===== src/rtl/spitx_pkg.sv =====
package spitx_pkg;

  localparam int HDR_BYTES = 4;
  localparam int MAX_LEN   = 64;

  // strobe bundle from control to the shift datapath
  typedef struct packed {
    logic       start;
    logic [7:0] txByte;
  } shiftCmdT;

  typedef enum logic [3:0] {
    ST_IDLE,
    ST_WAKE_LO,
    ST_WAKE_HI,
    ST_HDR,
    ST_POLL,
    ST_WR_WAIT,
    ST_WR_SHIFT,
    ST_RD_SHIFT,
    ST_RD_PUSH,
    ST_FAIL,
    ST_ZERO_FILL,
    ST_FINISH
  } xferStateT;

endpackage


===== src/rtl/spitx_shift.sv =====
module spitx_shift
  import spitx_pkg::*;
#(
  parameter int SCK_HALF_CYC = 2
) (
  input  logic       clk,
  input  logic       rstN,
  input  shiftCmdT   cmd,
  input  logic       miso,
  output logic       sck,
  output logic       mosi,
  output logic       byteDone,
  output logic [7:0] rxByte
);

  localparam int DW = (SCK_HALF_CYC > 1) ? $clog2(SCK_HALF_CYC) : 1;

  logic [DW-1:0] divCnt;
  logic [2:0]    bitCnt;
  logic [7:0]    shReg;
  logic [7:0]    rxReg;
  logic          busy;
  logic          sckQ;

  always_ff @(posedge clk or negedge rstN) begin
    if (!rstN) begin
      divCnt   <= '0;
      bitCnt   <= '0;
      shReg    <= '0;
      rxReg    <= '0;
      busy     <= 1'b0;
      sckQ     <= 1'b0;
      byteDone <= 1'b0;
    end else begin
      byteDone <= 1'b0;
      if (cmd.start) begin
        shReg  <= cmd.txByte;
        busy   <= 1'b1;
        sckQ   <= 1'b0;
        divCnt <= '0;
        bitCnt <= '0;
      end else if (busy) begin
        if (divCnt == DW'(SCK_HALF_CYC - 1)) begin
          divCnt <= '0;
          if (!sckQ) begin
            // rising edge: capture device bit
            sckQ  <= 1'b1;
            rxReg <= {rxReg[6:0], miso};
          end else begin
            // falling edge: advance to next outgoing bit
            sckQ <= 1'b0;
            if (bitCnt == 3'd7) begin
              busy     <= 1'b0;
              byteDone <= 1'b1;
            end else begin
              bitCnt <= bitCnt + 3'd1;
              shReg  <= {shReg[6:0], 1'b0};
            end
          end
        end else begin
          divCnt <= divCnt + DW'(1);
        end
      end
    end
  end

  assign sck    = sckQ;
  assign mosi   = shReg[7];
  assign rxByte = rxReg;

  // control must only launch a byte into an idle shifter
  assert_start_idle_R10: assert property (@(posedge clk) disable iff (!rstN)
    cmd.start |-> !busy);

  // data toward the device never moves on a rising SCK edge
  assert_mosi_steady_R10: assert property (@(posedge clk) disable iff (!rstN)
    $rose(sck) |-> $stable(mosi));

endmodule


===== src/rtl/spitx_ctrl.sv =====
module spitx_ctrl
  import spitx_pkg::*;
#(
  parameter int WAKE_LOW_CYC     = 50,
  parameter int WAKE_HIGH_CYC    = 5000,
  parameter int POLL_TIMEOUT_CYC = 5000000,
  parameter int IDLE_SLEEP_CYC   = 45000000
) (
  input  logic        clk,
  input  logic        rstN,
  input  logic        reqValid,
  output logic        reqReady,
  input  logic        reqRead,
  input  logic [6:0]  reqLen,
  input  logic [23:0] reqAddr,
  input  logic        txValid,
  output logic        txReady,
  input  logic [7:0]  txData,
  output logic        rxValid,
  input  logic        rxReady,
  output logic [7:0]  rxData,
  output logic        doneValid,
  output logic        doneErr,
  output logic        spiCsN,
  output shiftCmdT    cmd,
  input  logic        byteDone,
  input  logic [7:0]  rxByte
);

  localparam int TMAX_A = (WAKE_LOW_CYC > WAKE_HIGH_CYC) ? WAKE_LOW_CYC : WAKE_HIGH_CYC;
  localparam int TMAX   = (TMAX_A > POLL_TIMEOUT_CYC) ? TMAX_A : POLL_TIMEOUT_CYC;
  localparam int TW     = $clog2(TMAX + 2);
  localparam int IW     = $clog2(IDLE_SLEEP_CYC + 2);

  xferStateT   state, nxt;
  logic [TW-1:0] timer;
  logic [IW-1:0] idleCnt;
  logic          firstAcc;
  logic          isRead;
  logic [5:0]    lenM1;
  logic [23:0]   addrQ;
  logic [1:0]    hdrIdx;
  logic [6:0]    dataCnt;
  logic [7:0]    rxHold;
  logic          errFlag;

  logic [5:0] lenM1Req;
  logic       needWake;
  logic       lastByte;
  logic [7:0] nextHdr;

  assign lenM1Req = 6'(reqLen - 7'd1);
  assign needWake = firstAcc || (idleCnt == IW'(IDLE_SLEEP_CYC));
  assign lastByte = (dataCnt == {1'b0, lenM1});

  always_comb begin
    case (hdrIdx)
      2'd0:    nextHdr = addrQ[23:16];
      2'd1:    nextHdr = addrQ[15:8];
      default: nextHdr = addrQ[7:0];
    endcase
  end

  always_comb begin
    nxt        = state;
    cmd        = '0;
    reqReady   = 1'b0;
    txReady    = 1'b0;
    rxValid    = 1'b0;
    doneValid  = 1'b0;
    case (state)
      ST_IDLE: begin
        reqReady = 1'b1;
        if (reqValid) begin
          if (needWake) nxt = ST_WAKE_LO;
          else begin
            nxt        = ST_HDR;
            cmd.start  = 1'b1;
            cmd.txByte = {reqRead, 1'b1, lenM1Req};
          end
        end
      end
      ST_WAKE_LO: if (timer == TW'(WAKE_LOW_CYC - 1)) nxt = ST_WAKE_HI;
      ST_WAKE_HI: if (timer == TW'(WAKE_HIGH_CYC - 1)) begin
        nxt        = ST_HDR;
        cmd.start  = 1'b1;
        cmd.txByte = {isRead, 1'b1, lenM1};
      end
      ST_HDR, ST_POLL: if (byteDone) begin
        if (state == ST_HDR && hdrIdx != 2'd3) begin
          cmd.start  = 1'b1;
          cmd.txByte = nextHdr;
        end else if (rxByte[0]) begin
          if (isRead) begin
            nxt       = ST_RD_SHIFT;
            cmd.start = 1'b1;
          end else nxt = ST_WR_WAIT;
        end else if (state == ST_POLL && timer >= TW'(POLL_TIMEOUT_CYC)) begin
          nxt = ST_FAIL;
        end else begin
          nxt       = ST_POLL;
          cmd.start = 1'b1;
        end
      end
      ST_WR_WAIT: begin
        txReady = 1'b1;
        if (txValid) begin
          nxt        = ST_WR_SHIFT;
          cmd.start  = 1'b1;
          cmd.txByte = txData;
        end
      end
      ST_WR_SHIFT: if (byteDone) nxt = lastByte ? ST_FINISH : ST_WR_WAIT;
      ST_RD_SHIFT: if (byteDone) nxt = ST_RD_PUSH;
      ST_RD_PUSH: begin
        rxValid = 1'b1;
        if (rxReady) begin
          if (lastByte) nxt = ST_FINISH;
          else begin
            nxt       = ST_RD_SHIFT;
            cmd.start = 1'b1;
          end
        end
      end
      ST_FAIL: nxt = isRead ? ST_ZERO_FILL : ST_FINISH;
      ST_ZERO_FILL: begin
        rxValid = 1'b1;
        if (rxReady && lastByte) nxt = ST_FINISH;
      end
      ST_FINISH: begin
        doneValid = 1'b1;
        nxt       = ST_IDLE;
      end
      default: nxt = ST_IDLE;
    endcase
  end

  always_ff @(posedge clk or negedge rstN) begin
    if (!rstN) begin
      state    <= ST_IDLE;
      timer    <= '0;
      idleCnt  <= '0;
      firstAcc <= 1'b1;
      isRead   <= 1'b0;
      lenM1    <= '0;
      addrQ    <= '0;
      hdrIdx   <= '0;
      dataCnt  <= '0;
      rxHold   <= '0;
      errFlag  <= 1'b0;
    end else begin
      state <= nxt;
      if (nxt != state)            timer <= '0;
      else if (timer != TW'(TMAX + 1)) timer <= timer + TW'(1);

      if (state != ST_IDLE)                     idleCnt <= '0;
      else if (idleCnt != IW'(IDLE_SLEEP_CYC))  idleCnt <= idleCnt + IW'(1);

      if (state == ST_IDLE && reqValid) begin
        isRead   <= reqRead;
        lenM1    <= lenM1Req;
        addrQ    <= reqAddr;
        firstAcc <= 1'b0;
        errFlag  <= 1'b0;
        dataCnt  <= '0;
        hdrIdx   <= '0;
      end

      if (state == ST_HDR && byteDone && hdrIdx != 2'd3) hdrIdx <= hdrIdx + 2'd1;

      if ((state == ST_WR_SHIFT && byteDone) ||
          ((state == ST_RD_PUSH || state == ST_ZERO_FILL) && rxReady))
        dataCnt <= dataCnt + 7'd1;

      if (state == ST_RD_SHIFT && byteDone) rxHold <= rxByte;
      if (state == ST_FAIL) begin
        rxHold  <= 8'h00;
        errFlag <= 1'b1;
      end
    end
  end

  assign rxData  = rxHold;
  assign doneErr = errFlag;

  always_comb begin
    case (state)
      ST_WAKE_LO, ST_HDR, ST_POLL, ST_WR_WAIT, ST_WR_SHIFT,
      ST_RD_SHIFT, ST_RD_PUSH: spiCsN = 1'b0;
      default:                 spiCsN = 1'b1;
    endcase
  end

  // input assumption: only lengths 1..64 are requested
  assert_len_range_R2: assert property (@(posedge clk) disable iff (!rstN)
    (reqValid && reqReady) |-> (reqLen >= 7'd1 && reqLen <= 7'd64));

  // a failed read only ever hands zero bytes to the consumer
  assert_zero_fill_R9: assert property (@(posedge clk) disable iff (!rstN)
    (rxValid && errFlag) |-> (rxData == 8'h00));

  // write payload is only requested on write transactions
  assert_tx_write_only_R11: assert property (@(posedge clk) disable iff (!rstN)
    txReady |-> !isRead);

  // completion is a single-cycle pulse
  assert_done_pulse_R12: assert property (@(posedge clk) disable iff (!rstN)
    doneValid |=> !doneValid);

endmodule


===== src/rtl/spi_tpm_xfer_master.sv =====
module spi_tpm_xfer_master
  import spitx_pkg::*;
#(
  parameter int SCK_HALF_CYC     = 2,
  parameter int WAKE_LOW_CYC     = 50,
  parameter int WAKE_HIGH_CYC    = 5000,
  parameter int POLL_TIMEOUT_CYC = 5000000,
  parameter int IDLE_SLEEP_CYC   = 45000000
) (
  input  logic        clk,
  input  logic        rstN,
  input  logic        reqValid,
  output logic        reqReady,
  input  logic        reqRead,
  input  logic [6:0]  reqLen,
  input  logic [23:0] reqAddr,
  input  logic        txValid,
  output logic        txReady,
  input  logic [7:0]  txData,
  output logic        rxValid,
  input  logic        rxReady,
  output logic [7:0]  rxData,
  output logic        doneValid,
  output logic        doneErr,
  output logic        spiCsN,
  output logic        spiSck,
  output logic        spiMosi,
  input  logic        spiMiso
);

  shiftCmdT   cmd;
  logic       byteDone;
  logic [7:0] rxByte;

  spitx_ctrl #(
    .WAKE_LOW_CYC    (WAKE_LOW_CYC),
    .WAKE_HIGH_CYC   (WAKE_HIGH_CYC),
    .POLL_TIMEOUT_CYC(POLL_TIMEOUT_CYC),
    .IDLE_SLEEP_CYC  (IDLE_SLEEP_CYC)
  ) uCtrl (
    .clk, .rstN,
    .reqValid, .reqReady, .reqRead, .reqLen, .reqAddr,
    .txValid, .txReady, .txData,
    .rxValid, .rxReady, .rxData,
    .doneValid, .doneErr, .spiCsN,
    .cmd, .byteDone, .rxByte
  );

  spitx_shift #(
    .SCK_HALF_CYC(SCK_HALF_CYC)
  ) uShift (
    .clk, .rstN, .cmd,
    .miso    (spiMiso),
    .sck     (spiSck),
    .mosi    (spiMosi),
    .byteDone,
    .rxByte
  );

  // bus is quiet whenever the device is deselected
  assert_sck_idle_R4: assert property (@(posedge clk) disable iff (!rstN)
    spiCsN |-> !spiSck);

endmodule


===== config.mk =====
export PLATFORM = sky130hd
export DESIGN_NAME = spi_tpm_xfer_master
export DESIGN_NICKNAME = d
export VERILOG_FILES = /design/src/rtl/spitx_pkg.sv /design/src/rtl/spitx_shift.sv /design/src/rtl/spitx_ctrl.sv /design/src/rtl/spi_tpm_xfer_master.sv
export SDC_FILE = /design/constraint.sdc
export NUM_CORES = 1
export LEC_CHECK = 0
export ABC_AREA = 1
export BUFFER_PORTS_ARGS = -buffer_cell sky130_fd_sc_hd__buf_4
export CAP_MARGIN = 5
export CORE_MARGIN = 4
export CORE_UTILIZATION = 30
export DETAILED_ROUTE_END_ITERATION = 16
export PLACE_DENSITY = 0.55
export SYNTH_ARGS = -nofsm -noshare
export SYNTH_HDL_FRONTEND = slang
export SYNTH_SLANG_ARGS = --single-unit

===== constraint.sdc =====
create_clock -name clk -period 2 [get_ports clk]
set_clock_uncertainty 0.05 [all_clocks]
set_input_delay 0.4 -clock clk [delete_from_list [all_inputs] [get_ports clk]]
set_output_delay 0.4 -clock clk [all_outputs]
set_load 0.01 [all_outputs]

* Word-level counts from Yosys, hierarchy flattened
Index checks and enable logic that the tools add are counted.
Storage, ports and cells: bits in registers 126, output and inout port bits 16, logic and storage cells 157
Cells by class: add/sub/neg operators 7, order comparisons 1, equality and inequality tests 22, muxes and demuxes 77, bitwise gates (word level) 2, reduce and logical (&&, ||, !) cells 30
Operators by type and width (count):
- $mux W8 | 8
- $mux W4 | 14
- $mux W26 | 2
- $mux W23 | 2
- $mux W9 | 5
- $pmux W4 S10 | 1
- $pmux W8 S4 | 1
- $mux W1 | 31
- $add A26 B1 Y26 const B | 1
- $eq A26 B26 Y1 const B | 1
- $ne A26 B26 Y1 const B | 1
- $add A23 B1 Y23 const B | 1
- $eq A23 B13 Y1 const B | 1
- $eq A23 B6 Y1 const B | 1
- $ge A23 B23 Y1 const B | 1
- $ne A23 B23 Y1 const B | 1
- $reduce_bool A2 Y1 | 9
- $eq A4 B3 Y1 const B | 4
- $eq A4 B4 Y1 const B | 4
- $pmux W8 S2 | 1
- $mux W3 | 5
- $mux W7 | 2
- $logic_and A1 B1 Y1 | 9
- $eq A4 B2 Y1 const B | 2
- other kinds (22) | 31

* Depth between registers and ports, before layout
Gate-level depths: netlist of run 1.
word-level depth 9, depth in mapped cells 17

* By module
From an unflattened synthesis of run 1, not the netlist that was laid out.
Second synthesis, totals: cells, all modules 924, area, all modules 7272.0 um^2
By module, submodules not included:
- spitx_ctrl | instances 1, cells an instance 795, area each 6162.2 um^2, seq. area each 2578.7 um^2
- spitx_shift | instances 1, cells an instance 129, area each 1109.8 um^2, seq. area each 575.6 um^2

* Worst setup path before layout of run 1
OpenSTA, ideal clock, no wires.
kind register -> register, from reg uShift.bitCnt[0], to reg uShift.shReg[7], library setup time 0.120 ns, arrival 1.937 ns, path slack -0.106 ns, stages on the path, launching flop included 9, path buffers 0, cell sequence dfrtp_1 ha_1 ha_1 nor3_1 inv_1 nor2_1 nor2_1 o21ai_0 inv_1
Between the ends: cells in the longest elaborated chain, start to end 3
RTL lines:
- start, declared | line spitx_shift.sv:19 | logic [2:0] bitCnt;
- start signal, assigned | line spitx_shift.sv:56 | bitCnt <= bitCnt + 3'd1;
- $eq A3 B3 Y1 | line spitx_shift.sv:52 | if (bitCnt == 3'd7) begin
- $ne A2 B2 Y1 (no source line)
- $reduce_and A4 Y1 (no source line)
- end signal, assigned | line spitx_shift.sv:37 | shReg <= cmd.txByte;
- end signal, assigned | line spitx_shift.sv:57 | shReg <= {shReg[6:0], 1'b0};
- end, declared | line spitx_shift.sv:20 | logic [7:0] shReg;
No other way between the ends. A chain may end at the register's enable or synchronous reset.

* Final worst setup path of run 1
from reg uCtrl.state[2], to reg uCtrl.timer[3]
Between the ends: elaborated cells on any way between the ends 30, those cells by class eq/ne: 11; mux: 14; reduce/logical: 5
RTL lines:
- start, declared | line spitx_ctrl.sv:35 | xferStateT state, nxt;
- start signal, assigned | line spitx_ctrl.sv:152 | state <= nxt;
- $eq A4 B2 Y1 | line spitx_ctrl.sv:71, spitx_ctrl.sv:90
- $logic_and A1 B1 Y1 | line spitx_ctrl.sv:90 | if (state == ST_HDR && hdrIdx != 2'd3) begin
- $mux W4 | line spitx_ctrl.sv:90
- $mux W4 | line spitx_ctrl.sv:89 | ST_HDR, ST_POLL: if (byteDone) begin
- $pmux W4 S10 (*) | line spitx_ctrl.sv:71 | case (state)
- named net uCtrl.nxt[1] | line spitx_ctrl.sv:35
- $ne A4 B4 Y1 (*) | line spitx_ctrl.sv:153 | if (nxt != state) timer <= '0;
- $mux W23 / $reduce_bool A2 Y1 (equally long branches)
- end signal, assigned | line spitx_ctrl.sv:154 | else if (timer != TW'(TMAX + 1)) timer <= timer + TW'(1);
- end, declared | line spitx_ctrl.sv:36 | logic [TW-1:0] timer;
Mark *: on every way through the listed nets, which the timed path passes. The rest lies on a longest branch.

==> results of run 1 <==
==> how the worst min path moves through the flow <==
stage / from / to / slack [ns] / cells after the start
3_5_place_dp: rstN / uCtrl.idleCnt[10] / 0.26 / 1
4_1_cts: reqAddr[12] / uCtrl.addrQ[12] / 0.10 / 3
5_1_grt: reqAddr[12] / uCtrl.addrQ[12] / 0.11 / 3
2_1_floorplan: rstN / uCtrl.addrQ[0] / 0.05 / 0
3_3_place_gp: rstN / uCtrl.idleCnt[10] / 0.26 / 1
6_report: reqAddr[19] / uCtrl.addrQ[19] / 0.11 / 3
==> layout make-up <==
class	instances	area, um2
flip-flops and latches	126	3160
multi-input cells	690	3740
clock buffers	18	439
clock inverters	14	141
fillers	2420	13600
repair buffers	186	1530
well taps	319	399
inverters	109	420
==> worst max-delay path: cells and delay by family, from the launching register on <==
kind                   cells  cell delay (ns)
AO/OA/AOI/OAI              2             0.19
flip-flops                 1             0.44
buffers and inverters      2             0.26
AND/OR/NAND/NOR           10             1.03
==> layer usage <==
layer  global-route usage, %  up-vias  wire, um
met3                    2.69       20       580
met2                    23.3       96      9070
met5                       0        -         0
li1                        -     3404         -
met1                    19.0     3118      8850
met4                    4.08        0       226
==> cells by family (layout without fill, tap and decap cells) <==
kind of cell,after synthesis,after routing,synth area share (%)
simple gates,534,535,33.7
compound gates,116,116,9.29
fa+ha+maj,12,12,2.11
buf+inv,127,327,7.21
flops,126,126,44.3
mux,1,1,0.141
xor+xnor,26,26,3.20
==> repair_timing <==
action	4_1_cts	5_1_grt
pin swaps	4	9
setup buffers	4	10
resized for setup	18	75
gates cloned	0	3
hold buffers	1	0
hold endpoints to repair	26	0
setup endpoints to repair	26	57
==> metrics by stage <==
stage | std cells | utilization [%] | TNS, ns
CTS | 1449 | 40.3 | 0
floorplan | 942 | - | 0
global route | 1462 | 42.0 | -6.00
global placement | 1412 | 37.4 | 0
finish | 1462 | 42.0 | -0.648
detailed placement | 1412 | 37.4 | -0.0268
==> report_power, final <==
group / internal [W] / total, W / leakage (nW) / switching (W)
Sequential: 0.00308 / 0.00342 / 1.67 / 0.000337
Clock: 0.00179 / 0.00309 / 0.281 / 0.00130
Combinational: 0.00152 / 0.00364 / 2.76 / 0.00212
==> sequential cells by signal (all words and copies together) (netlist names), 6 cells and up <==
signal,cells
uCtrl.dataCnt,7
uCtrl.rxData,8
uCtrl.lenM1,6
uCtrl.idleCnt,26
uCtrl.timer,23
uCtrl.addrQ,24
uShift.rxByte,8
uShift.shReg,8
==> synth_stat cells (2+ instances only) <==
| library cell | n |
|---|---|
| o21ai_0 | 45 |
| nor2_1 | 105 |
| nor3b_1 | 2 |
| a211oi_1 | 3 |
| o221ai_1 | 2 |
| nor3_1 | 14 |
| o21ai_2 | 7 |
| nor2_2 | 25 |
| ha_1 | 12 |
| nand3_1 | 55 |
| o21ai_1 | 5 |
| a21oi_1 | 35 |
| o22ai_1 | 3 |
| nor4_1 | 8 |
| inv_4 | 2 |
| dfrtp_1 | 125 |
| a31oi_1 | 9 |
| xnor2_1 | 5 |
| nor3_2 | 3 |
| inv_1 | 100 |
| nand2_4 | 4 |
| xor2_1 | 21 |
| inv_2 | 6 |
| nand2_2 | 4 |
| and3_1 | 2 |
| nand3_4 | 2 |
| buf_6 | 4 |
| nand4_1 | 18 |
| nand2_1 | 284 |
| clkbuf_1 | 12 |
| nor2_8 | 2 |
==> impl_metrics.ini, run 1 <==
[cells_and_area]
fin_area_um2 = 9830
final_common_cell = nand2_1
nNetsFinal = 1188
area_delta_synth_final_pct = 38.2
diodes = 0
final_cell_mix = 275 x nand2_1, 171 x buf_4, 119 x dfrtp_1
layout-drive-gt1-share_pct = 29.7

[hold_path]
worstHoldPathType = in -> reg

[global_routing]
grt_max_degree = 42
grt_overflow_total = 0
grt_pass1_vias = 6450
grt_use_total_pct = 14.1
antenna_found_initial = 0
grt_pass1_wl_um = 30800

[yosys]
syn_nets = 1000
ys_seq_elements = 126
synth_area_leaders = dfrtp_1 44%, nand2_1 15%, nor2_1 5.5%
ys_async_sr_fraction_pct = 100
syn_inst = 942
synthDominantCellAreaShare_pct = 44.0
synth_top_cell_by_area = dfrtp_1
synth_top_flop_cell = dfrtp_1
ys_seq_area_share_pct = 44.3
synth.avg_cell_area_um2 = 7.55
synth.cell_area_um2 = 7110
synth-edff-count = 0
synth_cell_type_count = 49
yosysWarnings = 0

[detailed_routing]
firstDrtPassIters = 5
wl_um = 18700
drcViolationCount = 0
postRouteAntennaNets = 0
dr.first_iter.drc_count = 307
viasPerCell = 4.54
num_vias = 6638
wl_per_cell_um = 12.8

[place]
gp_congestion = 0.866
portBuffers = 60
pre_cts_slack_ns = -0.0124
placed_cell_area_um2 = 8750
place_hpwl_um = 13700

[setup_path]
reg2reg_to = uCtrl.timer[3]
r2r_slack_ns = -0.05
max_stage_delay_ns = 0.44
crit_path_start_kind = flip-flop
crit_arrival_ns = 2.34
path_cells = nor2_4 > nand3_2 > nor2_4 > inv_2 > o21ai_1 > o21ai_1 > nand2_1 > nand2_1 > nand2_2 > nand2_2 > nand2_2 > nand3_4 > clkbuf_16 > nor2_4
end_kind = flip-flop
cp_max_fo = 5
r2r_start = uCtrl.state[2]
startpoint = uCtrl.state[2]
crit_type = reg -> reg
cpMaxStageDelayCell = dfrtp_2
ff2ff_path_depth = 14
worstPathRequired_ns = 2.30
cp-endpoint = uCtrl.timer[3]

[power_and_ir_drop]
p_total_w = 0.0101
p_per_area_nw_per_um2 = 1030
leakagePower_nw = 4.71
ir_worst_vdd_v = 0.000555

[sta]
max_freq_ghz = 0.489
slew_headroom_pct = 47.4
finalSetupViolCount = 24
rsz0062_at_grt = yes
slew_violations = 0
fin_crit_sh_pct = 102
worst_pin_slew_ns = 0.786
hold-worst-slack_ns = 0.115
fin_ws_ns = -0.0464
layout_min_cycle_time_ns = 2.05
hold_viol = 0

[die]
fp.dieW_um = 162
die_area_um2 = 26200
rows = 56
pin_count = 62
die_h_um = 162
start_util_pct = 30.4
core_um2 = 23400

[job]
drv_cap = 0

[clock_tree]
cts-root-buf = clkbuf_16
cts_tree = built
clk_pin_slew_ns = 0.07
insertion_delay_ns = 0.42
htreeDepth = 4
clock_sinks = 126
cts_max_path_buffers = 2
cts_made_buffers = 17

[outcome]
violations = negative setup slack
status = finished with violations
(Power assumes the default switching activity.)
==> run 2: changes to the inputs <==
--- a/config.mk
+++ b/config.mk
@@ -9,9 +9,9 @@
 export BUFFER_PORTS_ARGS = -buffer_cell sky130_fd_sc_hd__buf_4
 export CAP_MARGIN = 5
 export CORE_MARGIN = 4
-export CORE_UTILIZATION = 30
+export CORE_UTILIZATION = 50
 export DETAILED_ROUTE_END_ITERATION = 16
-export PLACE_DENSITY = 0.55
+export PLACE_DENSITY_LB_ADDON = 0.3
 export SYNTH_ARGS = -nofsm -noshare
 export SYNTH_HDL_FRONTEND = slang
 export SYNTH_SLANG_ARGS = --single-unit
==> run 2 against run 1 <==
Compared with the run above:
- the flow still finishes with violations (negative setup slack)
- core utilization is 25 points higher
- die area decreased by 38%
- maximum frequency is 0.62% higher
- clock power up 3%
- sequential cell count did not move
- register-to-register slack about the same
- largest cell class unchanged
==> impl_metrics.ini, run 2 (synthesis gave the netlist of run 1 again) <==
[setup_path]
path_buf_inv = 3
r2r_slack_ns = -0.03
ff2ff_path_depth = 14
reg2reg_to = uCtrl.timer[7]
cpMaxStageDelayCell = dfrtp_2
r2r_start = uCtrl.state[3]
crit_path_frequent_cell = nor2_2
end_kind = flip-flop
worstPathRequired_ns = 2.31
cp_max_fo = 5
startpoint = uCtrl.state[3]
max_stage_delay_ns = 0.45
crit_type = reg -> reg
crit_family = simple AND/OR/NAND/NOR gates
crit_arrival_ns = 2.34
path_cells = inv_2 > nor2_2 > nand2_1 > inv_2 > nand2_2 > nand2_1 > nor2_1 > nand3b_1 > nor2_2 > nand3_1 > nand2_2 > nand3_4 > clkbuf_16 > nor2_2
crit_path_start_kind = flip-flop

[sta]
fin_crit_sh_pct = 102
rsz0062_at_grt = yes
layout_min_cycle_time_ns = 2.03
hold_viol = 0
worst_pin_slew_ns = 0.657
finalSetupViolCount = 24
max_freq_ghz = 0.492
tns_ns = -0.472
slew_headroom_pct = 56.0
fin_ws_ns = -0.0338
hold-worst-slack_ns = 0.114
slew_violations = 0

[cells_and_area]
largest-register = uCtrl.idleCnt
nNetsFinal = 1157
largest_reg_flops = 26
instances_no_fill = 1291
n_fill_cell = 1127
top_regs = uCtrl.idleCnt: 26 flops, uCtrl.addrQ: 24 flops, uCtrl.timer: 23 flops
final_common_cell = nand2_1
diodes = 0
area_delta_synth_final_pct = 32.1
layout-drive-gt1-share_pct = 29.3
final_cell_mix = 266 x nand2_1, 143 x buf_4, 117 x dfrtp_1

[die]
rows = 43
fp.dieW_um = 127
start_util_pct = 51.1
core_um2 = 13900
die_h_um = 127
die_area_um2 = 16200
pin_count = 62

[clock_tree]
cts_made_buffers = 17
cts_tree = built
insertion_delay_ns = 0.42
cts_max_path_buffers = 2
clock_sinks = 126
cts-root-buf = clkbuf_16
clk_pin_slew_ns = 0.06
htreeDepth = 4

[place]
dpl.cell_count = 1238
portBuffers = 60
place_hpwl_um = 12200
gp_congestion = 0.878

[hold_path]
min_path_cells = 3
hold_end = uCtrl.addrQ[3]
min_from = reqAddr[3]
worstHoldPathType = in -> reg

[global_routing]
grt_use_total_pct = 21.7
grt_pass1_wl_um = 28700
grt_pass1_vias = 6392
antenna_found_initial = 0
grt_max_degree = 53
grt_overflow_total = 0

[job]
drv_cap = 0

[detailed_routing]
wl_per_cell_um = 13.3
firstDrtPassIters = 7
wl_um = 17200
drcViolationCount = 0
viasPerCell = 5.13
postRouteAntennaNets = 0
num_vias = 6619
dr.first_iter.drc_count = 393

[power_and_ir_drop]
leakagePower_nw = 4.53
p_per_area_nw_per_um2 = 1080
p_total_w = 0.0102
ir_worst_vdd_v = 0.000922

[outcome]
violations = negative setup slack
status = finished with violations
run 2: cell types whose count changed in the layout (fill, tap and decap cells not counted), moves of 6 or more:
cell     change
buf_4       -28
inv_1        -6
inv_2        +8
inv_6        -8
nand2_1      -9
nand2_2     +11
nor2_2       +9
nor2_4       -9
run 2: worst max path at each step:
stage	end	slack, ns	cells after the start
finish	uCtrl.timer[7]	-0.03	14
floorplan	uShift.rxByte[3]	0.09	14
CTS	reqReady	0.006	5
detailed placement	uCtrl.timer[3]	-0.05	13
global placement	uCtrl.timer[9]	0.004	14
global route	uCtrl.timer[2]	-0.14	16
run 2: power by group:
part / switching [W] / internal [W] / leakage, nW / total (W)
clock: 0.00120 / 0.00199 / 0.282 / 0.00319
sequential: 0.000357 / 0.00308 / 1.66 / 0.00344
combinational: 0.00202 / 0.00153 / 2.59 / 0.00354
total: 0.00357 / 0.00660 / 4.53 / 0.0102
run 2: through the flow:
stage	instance area [um2]	worst slack (ns)	utilization [%]
6_report	9400	-0.0338	67.4
5_1_grt	9400	-0.139	67.4
4_1_cts	9000	0.00616	64.6
3_5_place_dp	8310	-0.0505	59.7
3_3_place_gp	8310	0.00402	59.7
2_1_floorplan	7120	0.0926	-
run 2: final cells by class:
class	count	area, um2	area share (%)
flip-flops and latches	126	3160	33.7
multi-input cells	690	3720	39.6
clock inverters	12	160	1.70
clock buffers	19	443	4.71
well taps	180	225	2.40
repair buffers	155	1270	13.5
inverters	109	417	4.43
run 2: layer usage:
| layer | up-vias | GRT usage, % | share of wire (%) |
|---|---|---|---|
| met5 | - | 0 | 0 |
| met4 | 0 | 9.72 | 2.9 |
| met3 | 48 | 4.39 | 3.9 |
| met2 | 140 | 35.2 | 49 |
| met1 | 3092 | 28.4 | 45 |
| li1 | 3339 | - | - |
run 2: worst reg2reg max path, cell delays in order, from the launching register on:
cell	delay [ns]
dfrtp_2	0.45
inv_2	0.10
nor2_2	0.06
nand2_1	0.09
inv_2	0.06
nand2_2	0.08
nand2_1	0.08
nor2_1	0.12
nand3b_1	0.10
nor2_2	0.16
nand3_1	0.11
nand2_2	0.09
nand3_4	0.15
clkbuf_16	0.20
nor2_2	0.07
run 2: timing repair:
| item | CTS | global route |
|---|---|---|
| pin swaps | 1 | 26 |
| cloned | 0 | 2 |
| gates resized for setup | 18 | 80 |
| endpoints found under the setup margin | 31 | 50 |
| setup buffers | 2 | 17 |
| hold buffers | 1 | 0 |
| hold endpoints to repair | 30 | 0 |
==> run 3: changes to the inputs <==
==> constraint.sdc (replaced) <==
create_clock -name clk -period 2.4 [get_ports clk]
set_clock_uncertainty 0.05 [all_clocks]
set_input_delay 0.48 -clock clk [delete_from_list [all_inputs] [get_ports clk]]
set_output_delay 0.48 -clock clk [all_outputs]
set_load 0.01 [all_outputs]
==> run 3 against run 2 <==
Compared with the run above:
- the run now ends clean
- register-to-register slack improved by 0.24 ns
- routed wire length decreased by 1.9%
- critical path depth decreased by 3
- sequential cell count unchanged
- highest routed layer unchanged
- sequential power decreased by 17%
- global-route usage decreased by 0.66 points
- count of clock-buffer cells in the layout increased by 3
- combinational power decreased by 33%
- largest cell class unchanged
- maximum frequency decreased by 7.1%
- final cell count decreased by 5.9%
==> impl_metrics.ini, run 3 (synthesis gave the netlist of run 1 again) <==
[die]
rows = 43
start_util_pct = 51.1
pin_count = 62
die_area_um2 = 16200
core_um2 = 13900
fp.dieW_um = 127
die_h_um = 127

[detailed_routing]
viasPerCell = 5.24
wl_per_cell_um = 13.9
num_vias = 6371
dr.first_iter.drc_count = 477
wl_um = 16800
firstDrtPassIters = 4
postRouteAntennaNets = 0
drcViolationCount = 0

[setup_path]
cp_max_fo = 6
path_buf_inv = 1
crit_arrival_ns = 2.49
r2r_start = uCtrl.dataCnt[4]
cpMaxStageDelayCell = dfrtp_1
crit_family = simple AND/OR/NAND/NOR gates
ff2ff_path_depth = 11
path_cells = inv_1 > nand2_1 > nand2_1 > nand3_1 > o21ai_1 > nand2_1 > a21oi_1 > nand3_1 > nand2_2 > nand3_4 > nor2_2
crit_path_frequent_cell = nand2_1
r2r_slack_ns = 0.21
crit_path_start_kind = flip-flop
end_kind = flip-flop
reg2reg_to = uCtrl.timer[12]
crit_cells = 11
crit_type = reg -> reg
max_stage_delay_ns = 0.40
worstPathRequired_ns = 2.70

[hold_path]
min_path_cells = 3
min_from = reqAddr[2]
worstHoldPathType = in -> reg
hold_end = uCtrl.addrQ[2]

[cells_and_area]
final_util_pct = 61.1
final_common_cell = nand2_1
top_regs = uCtrl.idleCnt: 26 flops, uCtrl.addrQ: 24 flops, uCtrl.timer: 23 flops
diodes = 0
final_cell_mix = 281 x nand2_1, 125 x dfrtp_1, 102 x nor2_1
nNetsFinal = 1081
largest_reg_flops = 26
area_delta_synth_final_pct = 19.7
layout-drive-gt1-share_pct = 17.4
largest-register = uCtrl.idleCnt

[sta]
max_freq_ghz = 0.457
layout_min_cycle_time_ns = 2.19
fin_ws_ns = 0.210
finalSetupViolCount = 0
tns_ns = 0
fin_crit_sh_pct = 91.3
slew_violations = 0
slew_headroom_pct = 62.7
hold_viol = 0
worst_pin_slew_ns = 0.555
hold-worst-slack_ns = 0.201

[place]
place_hpwl_um = 11600
portBuffers = 60
gp_congestion = 0.887
pre_cts_slack_ns = 0.155

[outcome]
status = finished, final reports clean

[power_and_ir_drop]
switching_share_pct = 35.8
p_total_w = 0.00783
pwr-share-comb_pct = 30.3
p_clk_share_pct = 33.2
seqPwrFrac_pct = 36.5
ir_worst_vdd_v = 0.000753
internal-power_w = 0.00503
p_sw_w = 0.00280
leakagePower_nw = 4.10
p_per_area_nw_per_um2 = 919

[global_routing]
grt_overflow_total = 0
grt_pass1_vias = 5985
grt_use_met2_pct = 34.0
grt_max_degree = 52
grt_pass1_wl_um = 27600
antenna_found_initial = 0
grt_use_total_pct = 21.1
grtUsageMet1_pct = 28.2
busiest_layer = met2
use_met3_pct = 4.10

[clock_tree]
htreeDepth = 4
clk_pin_slew_ns = 0.06
cts-root-buf = clkbuf_16
cts_max_path_buffers = 2
cts_made_buffers = 17
insertion_delay_ns = 0.42
cts_tree = built
clock_sinks = 126

[job]
drv_cap = 0
-- run 3: cell count changes in the layout (fill, tap and decap cells not counted), sizes merged --
cell,delta
inv,-3
clkinvlp,-2
bufinv,-1
buf,-77
clkbuf,+2
clkinv,+3
nand3,+3
nand2,-1
-- run 3: metal layers --
metal / share of wire, % / vias to the layer above / wire [um]
met3: 4.0 / 27 / 667
met5: 0 / - / 0
met4: 1.9 / 0 / 320
li1: - / 3195 / -
met2: 48 / 160 / 8160
met1: 46 / 2989 / 7700
-- run 3: area by class of cell --
cell class / count / area, um2
Clock buffer: 22 / 494
Inverter: 109 / 414
Sequential cell: 126 / 3150
Multi-Input combinational cell: 692 / 3530
Fill cell: 1226 / 5420
Clock inverter: 9 / 108
Tap cell: 180 / 225
Timing Repair Buffer: 77 / 593
-- run 3: worst max path at each step --
stage	slack, ns	start	end
finish	0.21	uCtrl.dataCnt[4]	uCtrl.timer[12]
global route	-0.005	uCtrl.idleCnt[0]	uShift.shReg[5]
CTS	0.12	uCtrl.dataCnt[0]	uCtrl.timer[15]
detailed placement	0.15	uCtrl.idleCnt[0]	uCtrl.timer[15]
global placement	0.19	uCtrl.timer[1]	uCtrl.timer[20]
floorplan	0.29	uShift.bitCnt[0]	uShift.shReg[7]
-- run 3: power groups by stage --
| stage | clock network, W | registers (W) | logic, W |
|---|---|---|---|
| floorplan | 0 | 0.00281 | 0.00170 |
| global placement | 0 | 0.00286 | 0.00212 |
| detailed placement | 0 | 0.00288 | 0.00217 |
| CTS | 0.00264 | 0.00285 | 0.00219 |
| global route | 0.00273 | 0.00291 | 0.00268 |
| finish | 0.00260 | 0.00286 | 0.00237 |
-- run 3: what timing repair did --
action / CTS / global route
gates resized for setup: 0 / 12
setup endpoints to repair: 0 / 31
endpoints found under the hold margin: 30 / 0
buffers inserted: 0 / 2
hold buffers: 1 / 0
-- run 3: metrics by stage --
stage	cells	instance area (um2)
global route	1215	8520
finish	1215	8520
floorplan	942	7110
detailed placement	1178	7810
global placement	1178	7810
CTS	1210	8420
-- run 3: worst register-to-register path: cells and delay by family (launching register included) --
family | cells | cell delay, ns
DFF | 1 | 0.40
and+or+nand+nor | 8 | 1.08
AOI/OAI and AO/OA | 2 | 0.46
buffers and inverters | 1 | 0.13
